===== src/rtl/nib_alu_pkg.sv =====
// Package: operation codes shared by the nibble ALU and its checker.
package nib_alu_pkg;
    typedef enum logic [3:0] {
        OP_NOP  = 4'd0,
        OP_ADD  = 4'd1,
        OP_ADC  = 4'd2,
        OP_ADDI = 4'd3,
        OP_COMP = 4'd4,
        OP_CLRA = 4'd5,
        OP_SETC = 4'd6,
        OP_RSTC = 4'd7,
        OP_XAS  = 4'd8,
        OP_SETM = 4'd9,
        OP_LDI  = 4'd10
    } nib_op_e;
endpackage


===== src/rtl/nib_adder.sv =====
// Module: nib_adder
// Ripple-carry adder of W bits built from a generate loop.
// Assumes: purely combinational; the caller registers the result.
module nib_adder #(
    parameter int W = 4
) (
    input  logic [W-1:0] a,
    input  logic [W-1:0] b,
    input  logic         cin,
    output logic [W-1:0] sum,
    output logic         cout
);
    logic [W:0] cy;

    assign cy[0] = cin;

    for (genvar i = 0; i < W; i++) begin : g_bit
        // Full adder for bit i.
        assign sum[i]  = a[i] ^ b[i] ^ cy[i];
        assign cy[i+1] = (a[i] & b[i]) | (cy[i] & (a[i] ^ b[i]));
    end

    assign cout = cy[W];
endmodule


===== src/rtl/nib_acc_unit.sv =====
// Module: nib_acc_unit
// Holds the accumulator and the carry flag and applies one operation on each
// executing edge.
// Assumes: exec is high for exactly one clock per instruction cycle; the
// reset is synchronous and active low.
module nib_acc_unit
    import nib_alu_pkg::*;
#(
    parameter int W = 4
) (
    input  logic         clk,
    input  logic         rst_n,
    input  logic         exec,
    input  nib_op_e      op_e,
    input  logic [W-1:0] mem_opd,
    input  logic [W-1:0] imm,
    output logic [W-1:0] acc_q,
    output logic         carry_q
);
    logic [W-1:0] add_b;
    logic         add_cin;
    logic [W-1:0] add_sum;
    logic         add_cout;
    logic [W-1:0] acc_d;
    logic         carry_d;

    // Select the adder operands for the current opcode.
    always_comb begin
        add_b   = (op_e == OP_ADDI) ? imm : mem_opd;
        add_cin = (op_e == OP_ADC) ? carry_q : 1'b0;
    end

    nib_adder #(.W(W)) i_adder (
        .a    (acc_q),
        .b    (add_b),
        .cin  (add_cin),
        .sum  (add_sum),
        .cout (add_cout)
    );

    // Next-state selection for the accumulator and the carry.
    always_comb begin
        acc_d   = acc_q;
        carry_d = carry_q;
        unique case (op_e)
            OP_ADD, OP_ADDI: acc_d = add_sum;
            OP_ADC: begin
                acc_d   = add_sum;
                carry_d = add_cout;
            end
            OP_COMP: acc_d   = ~acc_q;
            OP_CLRA: acc_d   = '0;
            OP_LDI:  acc_d   = imm;
            OP_SETC: carry_d = 1'b1;
            OP_RSTC: carry_d = 1'b0;
            default: ;
        endcase
    end

    // Register the accumulator and carry on executing edges.
    always_ff @(posedge clk) begin
        if (!rst_n) begin
            acc_q   <= '0;
            carry_q <= 1'b0;
        end else if (exec) begin
            acc_q   <= acc_d;
            carry_q <= carry_d;
        end
    end
endmodule


===== src/rtl/nib_phase_ctr.sv =====
// Module: nib_phase_ctr
// Counts the clocks inside an instruction cycle and flags its first half.
// Assumes: the strobe restarts the count at 0; with no strobe the count
// stops at CYC_CLKS-1 so that the first-half flag stays low.
module nib_phase_ctr #(
    parameter int CYC_CLKS = 4
) (
    input  logic clk,
    input  logic rst_n,
    input  logic cyc_strobe,
    output logic first_half
);
    localparam int PW   = (CYC_CLKS > 2) ? $clog2(CYC_CLKS) : 1;
    localparam logic [PW-1:0] LAST = PW'(CYC_CLKS - 1);
    localparam logic [PW-1:0] HALF = PW'(CYC_CLKS / 2);

    logic [PW-1:0] ph_q;

    // Restart on the strobe, otherwise count up and stop at the last clock.
    always_ff @(posedge clk) begin
        if (!rst_n) begin
            ph_q <= '0;
        end else if (cyc_strobe) begin
            ph_q <= '0;
        end else if (ph_q != LAST) begin
            ph_q <= ph_q + 1'b1;
        end
    end

    assign first_half = (ph_q < HALF);
endmodule


===== src/rtl/nib_sclk_ctl.sv =====
// Module: nib_sclk_ctl
// Holds the clock-control latch and the pin mode, and forms the pin level.
// Assumes: the latch is loaded only by the exchange opcode, which captures
// the carry present before the edge.
module nib_sclk_ctl
    import nib_alu_pkg::*;
(
    input  logic    clk,
    input  logic    rst_n,
    input  logic    exec,
    input  nib_op_e op_e,
    input  logic    carry_q,
    input  logic    mode_bit,
    input  logic    first_half,
    output logic    ctl_q,
    output logic    mode_q,
    output logic    sclk
);
    // Capture the carry on an exchange and the mode on a mode write.
    always_ff @(posedge clk) begin
        if (!rst_n) begin
            ctl_q  <= 1'b0;
            mode_q <= 1'b0;
        end else if (exec) begin
            if (op_e == OP_XAS)  ctl_q  <= carry_q;
            if (op_e == OP_SETM) mode_q <= mode_bit;
        end
    end

    // Level mode passes the latch through; pulse mode gates it with the first half.
    always_comb begin
        sclk = ctl_q & (mode_q ? first_half : 1'b1);
    end
endmodule


===== src/rtl/nib_alu_sk.sv =====
// Module: nib_alu_sk (top)
// Nibble accumulator/carry unit with a serial clock pin controlled by the carry.
// Assumes: cyc_strobe pulses once per instruction cycle of CYC_CLKS clocks;
// the reset is synchronous and active low.
module nib_alu_sk
    import nib_alu_pkg::*;
#(
    parameter int W        = 4,
    parameter int CYC_CLKS = 4
) (
    input  logic         clk,
    input  logic         rst_n,
    input  logic         cyc_strobe,
    input  logic [3:0]   op,
    input  logic [W-1:0] mem_opd,
    input  logic [W-1:0] imm,
    output logic [W-1:0] acc,
    output logic         carry,
    output logic         sclk_o
);
    nib_op_e op_e;
    logic    first_half;
    logic    ctl_q;
    logic    mode_q;

    assign op_e = nib_op_e'(op);

    nib_acc_unit #(.W(W)) i_acc (
        .clk     (clk),
        .rst_n   (rst_n),
        .exec    (cyc_strobe),
        .op_e    (op_e),
        .mem_opd (mem_opd),
        .imm     (imm),
        .acc_q   (acc),
        .carry_q (carry)
    );

    nib_phase_ctr #(.CYC_CLKS(CYC_CLKS)) i_phase (
        .clk        (clk),
        .rst_n      (rst_n),
        .cyc_strobe (cyc_strobe),
        .first_half (first_half)
    );

    nib_sclk_ctl i_sclk (
        .clk        (clk),
        .rst_n      (rst_n),
        .exec       (cyc_strobe),
        .op_e       (op_e),
        .carry_q    (carry),
        .mode_bit   (imm[0]),
        .first_half (first_half),
        .ctl_q      (ctl_q),
        .mode_q     (mode_q),
        .sclk       (sclk_o)
    );
endmodule


===== config.mk =====
export PLATFORM = sky130hd
export DESIGN_NAME = nib_alu_sk
export DESIGN_NICKNAME = d
export VERILOG_FILES = /design/src/rtl/nib_alu_pkg.sv /design/src/rtl/nib_adder.sv /design/src/rtl/nib_acc_unit.sv /design/src/rtl/nib_phase_ctr.sv /design/src/rtl/nib_sclk_ctl.sv /design/src/rtl/nib_alu_sk.sv
export SDC_FILE = /design/constraint.sdc
export NUM_CORES = 1
export LEC_CHECK = 0
export ABC_AREA = 1
export BUFFER_PORTS_ARGS = -buffer_cell sky130_fd_sc_hd__buf_2
export CORE_MARGIN = 1
export CORE_UTILIZATION = 44
export DETAILED_ROUTE_END_ITERATION = 10
export GPL_ROUTABILITY_DRIVEN = 0
export PLACE_DENSITY = 0.73
export SLEW_MARGIN = 30
export SYNTH_ARGS = -nofsm -noshare
export SYNTH_HDL_FRONTEND = slang
export SYNTH_SLANG_ARGS = --single-unit

===== constraint.sdc =====
create_clock -name clk -period 2.3 [get_ports clk]
set_input_delay 0.115 -clock clk [delete_from_list [all_inputs] [get_ports clk]]
set_output_delay 0.115 -clock clk [all_outputs]
set_load 0.05 [all_outputs]

## After elaboration in Yosys (flattened, before gate mapping)

Index checks and enable logic that the tools add are counted.

- Eq/ne operators: 11
- Order comparisons: 1
- Add/subtract/negate cells: 1
- Shift operators: 0
- Divide/modulo/power cells: 0
- Reductions and logical operators: 8
- Bitwise gates (word level): 23
- $mul: 0
- Mux-type cells: 5

Operator list:

| operator | number |
|---|---|
| == test 4 x 3 -> 1 bit, second input constant | 4 |
| one-hot mux 4 bit (4 select lines) | 1 |
| == test 4 bit, second input constant | 3 |
| AND 1 bit | 9 |
| == test 4 x 2 -> 1 bit, second input constant | 2 |
| AND reduction 2 bit | 4 |
| XOR 1 bit | 8 |
| == test 4 x 1 -> 1 bit, second input constant | 1 |
| two-way mux 4 bit | 1 |
| NOT 4 bit | 1 |
| OR 1 bit | 4 |
| nonzero test 4 bit | 1 |
| one-hot mux 1 bit (3 select lines) | 1 |
| nonzero test 3 bit | 1 |
| OR reduction 3 bit | 1 |
| adder 2 x 1 -> 2 bit, second input constant | 1 |
| < comparator 2 bit, second input constant | 1 |
| two-way mux 1 bit | 2 |
| != test 2 bit, second input constant | 1 |
| OR reduction 2 bit | 1 |
| NOT 1 bit | 1 |

- Bits in latches: 0
- Memories kept: 0
- Register bits after elaboration: 9
- Bits in read-only memories: 0
- Input port bits: 15
- Logic and storage cells: 54
- Output and inout bits: 6
- Bits in writable memories: 0

## Depth between registers and ports, before layout

Gate-level depths: netlist of the first run.

- Word-level depth: 12
- Depth in mapped cells: 15
- Depth with buffers taken out: 15

## Cells and area by module

A second synthesis of the first run with hierarchy kept.

- Cell total of the unflattened synthesis: 126
- Area total of the unflattened synthesis: 802.0 µm²

By module, submodules not included:

| module | times used | sequential area each (µm²) | cells an instance | area each (µm²) |
|---|---|---|---|---|
| nib_acc_unit | 1 | 100.1 | 72 | 444.2 |
| nib_sclk_ctl | 1 | 40.0 | 25 | 138.9 |
| nib_adder | 1 | 0.0 | 14 | 117.6 |
| nib_phase_ctr | 1 | 40.0 | 15 | 101.3 |

## Worst setup path before layout of the first run

OpenSTA, ideal clock, no wires.

- Kind: register to register
- Start point: reg i_acc.acc_q[0]
- End point: reg i_acc.acc_q[3]
- Cell stages (with the launch flop): 13
- Period minus slack after synthesis: 2.635 ns
- Setup slack: -0.335 ns
- Path buffers: 0
- Data required time: 2.187 ns
- Setup time: 0.113 ns
- Arrival: 2.523 ns
- Path through: dfxtp_1 -> inv_1 -> fa_1 -> inv_1 -> fa_1 -> inv_1 -> fa_1 -> inv_1 -> fa_1 -> nand3_1 -> nand3_1 -> nor2_1 -> nor2_1

- Word-level cells in the longest chain between the ends: 9
- Elaborated cells between the ends (all ways): 10
- Classes of those cells: mux: 1; bitwise: 9

RTL lines:

| element | RTL line | source |
|---|---|---|
| from (decl) | nib_acc_unit.sv:17 | `output logic [W-1:0] acc_q,` |
| from (signal assigned) | nib_acc_unit.sv:63 | `acc_q <= '0;` |
| from (signal assigned) | nib_acc_unit.sv:66 | `acc_q <= acc_d;` |
| XOR 1 bit | nib_adder.sv:20 | `assign cy[i+1] = (a[i] & b[i]) \| (cy[i] & (a[i] ^ b[i]));` |
| AND 1 bit | nib_adder.sv:20 |  |
| OR 1 bit * | nib_adder.sv:20 |  |
| AND 1 bit * | nib_adder.sv:20 |  |
| OR 1 bit * | nib_adder.sv:20 |  |
| AND 1 bit * | nib_adder.sv:20 |  |
| OR 1 bit * | nib_adder.sv:20 |  |
| XOR 1 bit * | nib_adder.sv:19 | `assign sum[i] = a[i] ^ b[i] ^ cy[i];` |
| one-hot mux 4 bit (4 select lines) * | nib_acc_unit.sv:45 | `unique case (op_e)` |

Every way passes the cells marked *; elsewhere a longest branch is shown, timed or not.
A chain may end at the register's enable or synchronous reset.

## Worst setup path after layout of the first run

- Start point: in op[2]
- End point: reg i_acc.acc_q[3]

- Word-level cells in the longest chain between the ends: 11
- Elaborated cells between the ends (all ways): 26
- Classes of those cells: eq/ne: 6; mux: 3; bitwise: 14; reduce/logical: 3

RTL lines:

| element | RTL line | source |
|---|---|---|
| from (decl) | nib_alu_sk.sv:14 | `input logic [3:0] op,` |
| == test 4 x 2 -> 1 bit | nib_acc_unit.sv:29, nib_acc_unit.sv:45 |  |
| two-way mux 4 bit | nib_acc_unit.sv:29 | `add_b = (op_e == OP_ADDI) ? imm : mem_opd;` |
| XOR 1 bit | nib_adder.sv:20 |  |
| AND 1 bit | nib_adder.sv:20 |  |
| OR 1 bit | nib_adder.sv:20 |  |
| AND 1 bit | nib_adder.sv:20 |  |
| OR 1 bit | nib_adder.sv:20 |  |
| AND 1 bit | nib_adder.sv:20 |  |
| OR 1 bit | nib_adder.sv:20 |  |
| XOR 1 bit | nib_adder.sv:19 |  |
| one-hot mux 4 bit (4 select lines) | nib_acc_unit.sv:45 |  |

Several ways; a longest one is shown, not always the timed one.

==> parameters.txt, run 1 <==
Parameter                              Value

Clocking
  Clock tree from TritonCTS    built
  Clock buffers created by TritonCTS    3
  Clock transition time at the flip-flop clock pins of the worst setup and hold paths    0.07 ns
  Number of sinks on the clock net    9
  Clock latency on the worst-skew pair    0.26 ns
  Largest buffer count on any clock path    2
  Cell at the root of the clock tree    sky130_fd_sc_hd__clkbuf_4
  Maximum level of the CTS H-tree    1

Finish
  Fill cell count    ~160
  Final design instance area without fill    981 µm²
  Fraction of layout instances using a drive strength above 1    39.2%
  Core Util, Final    65.1%
  Sequential cell area in the final layout    188 µm²
  Area growth from synthesis to layout    37.5%
  Non-filler instance count after layout    roughly 160
  Net count reported at finish    164
  Most common cell after layout, fill and taps aside    sky130_fd_sc_hd__nand2_1
  Diodes inserted    0
  Top library cells by usage in the layout, fill and taps aside    sky130_fd_sc_hd__nand2_1 (28), sky130_fd_sc_hd__buf_2 (20), sky130_fd_sc_hd__nor2_1 (17)
  Total area of multi-input combinational cells    498 µm²

Yosys
  Sequential fraction of the synthesis area    25.3%
  Synthesis-stage register bit count    9
  Synth Warn #    0
  Distinct cell type count of the synthesized netlist    20
  Multiplexer fraction of the synthesized cell area    around 6%
  Area share of xor/xnor cells in the synthesized design    between 1 and 1.5%
  Combinational family with the most area after synthesis    simple AND/OR/NAND/NOR gates
  Synthesized instance count    108
  Basic-gate share of the synthesized area counting and, or, nand and nor cells    39.6%
  Fraction of the mapped netlist area in adder cells    13.0%
  Mean area per synthesized cell    between 6 and 7 µm²
  Largest cells by area after synthesis    sky130_fd_sc_hd__dfxtp_1 (25%), sky130_fd_sc_hd__nand2_1 (15%), sky130_fd_sc_hd__fa_1 (11%)
  Proportion of netlist area held by the largest area contributor    about a quarter
  Cell area after technology mapping    a little over 700 µm²
  Top cell type by total area after synthesis    sky130_fd_sc_hd__dfxtp_1
  Mapped Nets    between 100 and 150
  Compound-Gate Fraction of Synth Area    5.96%

Timing
  Count of endpoints failing hold in the final timing report    0
  Max Transition Viols Final    0
  Hold slack final    0.157 ns
  Sum Neg Setup Slack    0 ns
  Worst clock skew    0.00396 ns
  Unrepaired setup endpoints after global routing    yes
  Final setup margin    between 0.01 and 0.015 ns
  Worst Tran Pin Value    0.279 ns
  Peak Freq    0.438 GHz
  Max transition margin    81.3%
  Min cycle time layout    approximately 2.3 ns
  Period utilization    99.4%
  Setup violation total in the final timing report    0

Floorplanning
  Core Area    1510 µm²
  Total I/O pin count    21
  Die X    42.3 µm
  Number of standard-cell rows in the floorplan    14
  Vert. Die Dim    42.3 µm
  Starting Density    between 40 and 50%
  Full die area    ~1800 µm²

Critical path
  Worst setup SP type    primary input
  Data required time of the worst path    roughly 2.5 ns
  Reg2reg setup slack    0.02 ns
  Crit-path max cell delay    0.41 ns
  Arrival time worst endpoint    2.44 ns
  R2R Path Start    i_acc.acc_q[0]
  Register-to-Register Path Depth    12
  Worst-path cell chain    buf_2, nor2_4, nand3_4, mux2i_2, fa_2, inv_2, fa_2, inv_2, fa_2, inv_2, fa_1, nand3_1, nand3_1, nor2_1, nor2_1
  Worst setup path class    primary input to flip-flop
  Reg-to-reg critical path endpoint    i_acc.acc_q[3]
  Kind of cell adding the most delay to the critical path    adder cells
  Buffer and inverter count on the worst path    4
  Type of destination of the critical path    flip-flop
  Crit path max-delay cell type    sky130_fd_sc_hd__fa_1
  Crit path max fanout    3

Routing
  Number of design-rule violations left by the first detailed-router iteration    15
  Pre-Repair DR Iteration Count    5
  Routed length per placed instance    11.3 µm
  Total wirelength of the detailed-routed design    1790 µm
  Vias after detailed routing    788
  Post-route DRC violation count    0
  Antenna violation net count after detailed routing    0
  Vias per cell    4.96

Global routing
  Maximum number of pins on one net before global-route repair    9
  Gr ovfl total    0
  First-pass GRT wire length    ~3000 µm
  Vias in the first global route    748
  GR Util All Layers    between 20 and 25%
  Initial antenna violation count    0

Worst hold path
  End point of the most critical hold path    i_acc.carry_q
  Worst min-delay path category    primary input to flip-flop
  Worst hold start    rst_n
  Worst Hold Path Cells    3

Power and ir drop
  Static power due to leakage    0.529 nW
  Peak supply drop    0.342 mV
  Final Power    451 µW
  Power density relative to cell area    460 nW/µm²

Placed design
  Placement-stage cell area    a little over 900 µm²
  Number of buffers inserted by port buffering    20
  Number of placed cells counting well taps    153
  Worst setup slack after placement    -0.304 ns
  Estimated wirelength of the detail-placed design    approximately 1400 µm

Job
  Max_cap viols    0

Outcome
  Status    finished, final reports clean
flip-flops by register name, summed over array words and instances, names as in the netlist:
register	flops
i_sclk.mode_q	1
i_acc.acc_q	4
i_phase.ph_q	2
i_sclk.ctl_q	1
i_acc.carry_q	1
cell usage after synthesis (all sizes together):
| library cell | count |
|---|---|
| mux2 | 2 |
| nor2 | 21 |
| a21oi | 2 |
| fa | 4 |
| ha | 1 |
| a21boi | 1 |
| nor3 | 1 |
| nand3 | 11 |
| o21ai | 5 |
| dfxtp | 9 |
| inv | 17 |
| xor2 | 1 |
| mux2i | 2 |
| nand2 | 31 |
layout make-up:
cell class | instances | share of cell area [%]
tap | 16 | 2.04
sequential | 9 | 19.1
multi-input combinational | 82 | 50.8
timing repair buffer | 31 | 18.6
inverter | 17 | 6.76
clock buffer | 4 | 2.68
cell families (layout without fill, tap and decap cells):
kind of cell / after synthesis / in the layout
AOI/OAI and AO/OA: 8 / 8
xor gates and xnor gates: 1 / 1
adders and majority gates: 5 / 5
buffers and inverters: 17 / 52
DFF: 9 / 9
muxes: 4 / 4
and+or+nand+nor: 64 / 64
routing by layer:
| layer | global-route usage [%] | up-vias | wire length [µm] | share of wire, % |
|---|---|---|---|---|
| met5 | 0 | - | 0 | 0 |
| met4 | 7.50 | 0 | 41 | 2.3 |
| met3 | 3.88 | 4 | 65 | 3.6 |
| met2 | 40.9 | 20 | 917 | 51 |
| met1 | 25.3 | 360 | 764 | 43 |
| li1 | - | 404 | - | - |
tightest hold or removal path, stage by stage:
cell and delay [ns]:
sky130_fd_sc_hd__buf_2 0.15, sky130_fd_sc_hd__nand2_1 0.08, sky130_fd_sc_hd__nor2_1 0.03
report_power, final:
part	internal (mW)	switching (mW)
Clock	0.0668	0.0568
Sequential	0.164	0.00686
Combinational	0.0614	0.0954
worst max-delay path by stage:
stage,startpoint,to,slack (ns),cells past startpoint
after detailed placement,op[2],i_acc.acc_q[3],-0.30,16
after floorplan,i_acc.carry_q,i_acc.acc_q[3],-0.004,12
after global placement,op[2],i_acc.acc_q[3],-0.21,16
after CTS,i_acc.acc_q[0],i_acc.acc_q[3],0.003,12
final,op[2],i_acc.acc_q[3],0.01,15
after global routing,i_acc.acc_q[0],i_acc.acc_q[3],-0.14,12
repair_timing:
action | in CTS | in global routing
hold buffers | 0 | 0
pin swaps | 4 | 6
endpoints found under the setup margin | 1 | 2
setup buffers | 1 | 1
gates resized for setup | 2 | 3
(Power assumes the default switching activity.)
==> inputs of run 2 (changes only) <==
Settings changed: CORE_MARGIN 1 to 2.
==> run 2 against run 1 <==
Effect of this change: sequential power barely moved; global-route usage decreased by 0.86 points; die area grew 9.7%; combinational power decreased by 4%; non-clock buffer count is 3 lower; final cell count down 1.9%; register-to-register slack is essentially flat; critical path depth shrank 3; design area shrank 2.6%; setup slack improved by 0.0094 ns; clock power grew 6%; first-iteration DRC count up 6.7%.
==> parameters.txt, run 2 (synthesized netlist as in run 1, its figures left out) <==
Parameter                              Value

Timing
  Sum Neg Setup Slack    0 ns (unchanged)
  Unrepaired setup endpoints after global routing    yes (unchanged)
  Max Transition Viols Final    0 (unchanged)
  Max transition margin    83.3% (was 81.3%)
  Worst Tran Pin Value    0.243 ns (was 0.279 ns)
  Hold slack final    0.127 ns (was 0.157 ns)
  Period utilization    99.0% (was 99.4%)
  Count of endpoints failing hold in the final timing report    0 (unchanged)
  Worst clock skew    0.00630 ns (was 0.00396 ns)
  Setup violation total in the final timing report    0 (unchanged)
  Peak Freq    0.439 GHz (was 0.438 GHz)
  Min cycle time layout    2.28 ns (was 2.29 ns)
  Final setup margin    0.0238 ns (was 0.0144 ns)

Critical path
  Crit-path max cell delay    0.40 ns (was 0.41 ns)
  Crit path max fanout    3 (unchanged)
  Type of destination of the critical path    flip-flop (unchanged)
  Data required time of the worst path    2.48 ns (was 2.46 ns)
  Arrival time worst endpoint    2.45 ns (was 2.44 ns)
  Worst setup path class    flip-flop to flip-flop (was primary input to flip-flop)
  Worst-path cell chain    inv_4, fa_2, inv_2, fa_2, inv_2, fa_2, inv_2, fa_1, nand3_1, nand3_1, nor2_1, nor2_1 (was buf_2, nor2_4, nand3_4, mux2i_2, fa_2, inv_2, fa_2, inv_2, fa_2, inv_2, fa_1, nand3_1, nand3_1, nor2_1, nor2_1)
  Crit path max-delay cell type    sky130_fd_sc_hd__fa_1 (unchanged)
  Worst setup SP type    flip-flop (was primary input)

Placed design
  Number of placed cells counting well taps    151 (was 153)
  Number of buffers inserted by port buffering    20 (unchanged)
  Estimated wirelength of the detail-placed design    1380 µm (was 1440 µm)
  Placement-stage cell area    918 µm² (was 933 µm²)
  Worst setup slack after placement    -0.278 ns (was -0.304 ns)

Routing
  Pre-Repair DR Iteration Count    4 (was 5)
  Total wirelength of the detailed-routed design    1690 µm (was 1790 µm)
  Routed length per placed instance    10.8 µm (was 11.3 µm)
  Vias after detailed routing    749 (was 788)
  Vias per cell    4.80 (was 4.96)
  Antenna violation net count after detailed routing    0 (unchanged)
  Post-route DRC violation count    0 (unchanged)
  Number of design-rule violations left by the first detailed-router iteration    16 (was 15)

Finish
  Max reg flops    4 (unchanged)
  Diodes inserted    0 (unchanged)
  Fraction of layout instances using a drive strength above 1    37.1% (was 39.2%)
  Top library cells by usage in the layout, fill and taps aside    sky130_fd_sc_hd__nand2_1 (28), sky130_fd_sc_hd__buf_2 (20), sky130_fd_sc_hd__nor2_1 (18) (was sky130_fd_sc_hd__nand2_1 (28), sky130_fd_sc_hd__buf_2 (20), sky130_fd_sc_hd__nor2_1 (17))
  Area growth from synthesis to layout    34.0% (was 37.5%)
  Net count reported at finish    161 (was 164)
  Largest registers ranked by flip-flop count    i_acc.acc_q (4), i_phase.ph_q (2) (unchanged)
  Most common cell after layout, fill and taps aside    sky130_fd_sc_hd__nand2_1 (unchanged)
  Non-filler instance count after layout    156 (was 159)
  Fill cell count    142 (was 156)
  Final design instance area without fill    956 µm² (was 981 µm²)
  Most flops, register    i_acc.acc_q (unchanged)
  Core Util, Final    63.5% (was 65.1%)

Clocking
  Clock latency on the worst-skew pair    0.28 ns (was 0.26 ns)
  Clock transition time at the flip-flop clock pins of the worst setup and hold paths    0.07 ns (about the same)
  Largest buffer count on any clock path    2 (unchanged)
  CTS Hold Bufs    0 (unchanged)
  Maximum level of the CTS H-tree    1 (unchanged)
  Clock buffers created by TritonCTS    3 (unchanged)
  Cell at the root of the clock tree    sky130_fd_sc_hd__clkbuf_4 (unchanged)
  Clock tree from TritonCTS    built (unchanged)
  Number of sinks on the clock net    9 (unchanged)

Floorplanning
  Full die area    1960 µm² (was 1790 µm²)
  Number of standard-cell rows in the floorplan    14 (unchanged)
  Total I/O pin count    21 (unchanged)
  Vert. Die Dim    44.3 µm (was 42.3 µm)
  Die X    44.3 µm (was 42.3 µm)
  Starting Density    47.3% (unchanged)
  Core Area    1510 µm² (unchanged)

Power and ir drop
  Share of power burned in combinational logic    33.3% (was 34.8%)
  Peak supply drop    0.343 mV (was 0.342 mV)
  Clock network fraction of total power    28.9% (was 27.4%)
  Power density relative to cell area    473 nW/µm² (was 460 nW/µm²)
  Static power due to leakage    0.515 nW (was 0.529 nW)
  Proportion of power drawn by flip-flops and latches    37.8% (was 37.9%)
  Net Sw Frac    36.0% (was 35.2%)
  Final Power    452 µW (was 451 µW)
  Design internal power    289 µW (was 292 µW)
  Switch Pwr    163 µW (was 159 µW)

Global routing
  Maximum number of pins on one net before global-route repair    9 (unchanged)
  Initial antenna violation count    0 (unchanged)
  Gr ovfl total    0 (unchanged)
  GR Util All Layers    21.3% (was 22.2%)
  First-pass GRT wire length    2950 µm (was 3020 µm)
  Vias in the first global route    740 (was 748)

Worst hold path
  Worst min-delay path category    primary input to flip-flop (unchanged)

Outcome
  Status    finished, final reports clean (unchanged)

Job
  Max_cap viols    0 (unchanged)
==> run 2: power by group through the flow <==
stage	logic, mW	clock network, mW	registers (mW)
2_1_floorplan	0.0751	0	0.197
3_3_place_gp	0.141	0	0.175
3_5_place_dp	0.148	0	0.175
4_1_cts	0.150	0.136	0.171
5_1_grt	0.170	0.141	0.173
6_report	0.150	0.131	0.171
==> run 2: layout make-up <==
cell class | count | area (µm²) | share of cell area, %
inverter | 17 | 66.3 | 6.94
timing repair buffer | 28 | 160 | 16.8
clock buffer | 4 | 26.3 | 2.75
tap | 16 | 20.0 | 2.09
sequential | 9 | 188 | 19.6
multi-input combinational | 82 | 495 | 51.8
==> run 2: path summary, 6_finish.rpt <==
path	startpoint	end	slack [ns]	cells past startpoint
worst max-delay path	i_acc.acc_q[0]	i_acc.acc_q[3]	0.02	12
worst min-delay path	rst_n	i_acc.carry_q	0.13	3
worst max register to register	i_acc.acc_q[0]	i_acc.acc_q[3]	0.02	12
worst min register to register	i_phase.ph_q[1]	i_phase.ph_q[1]	0.48	2
==> run 2: critical path: cells and delay by family, from the launching register on <==
family / cells / cell delay (ns)
fa+ha+maj: 4 / 1.31
flops: 1 / 0.35
simple gates: 4 / 0.32
buf+inv: 4 / 0.20
==> run 2: repair_timing <==
item / 4_1_cts / 5_1_grt
setup endpoints to repair: 1 / 2
setup buffers: 1 / 0
gates resized for setup: 1 / 1
pin swaps: 4 / 3
==> run 2: routing by layer <==
| layer | part of all wire (%) | track usage, % | up-vias |
|---|---|---|---|
| li1 | - | - | 398 |
| met1 | 43 | 24.7 | 328 |
| met2 | 49 | 36.2 | 20 |
| met3 | 6.0 | 5.31 | 3 |
| met4 | 2.0 | 10.9 | 0 |
| met5 | 0 | 0 | - |
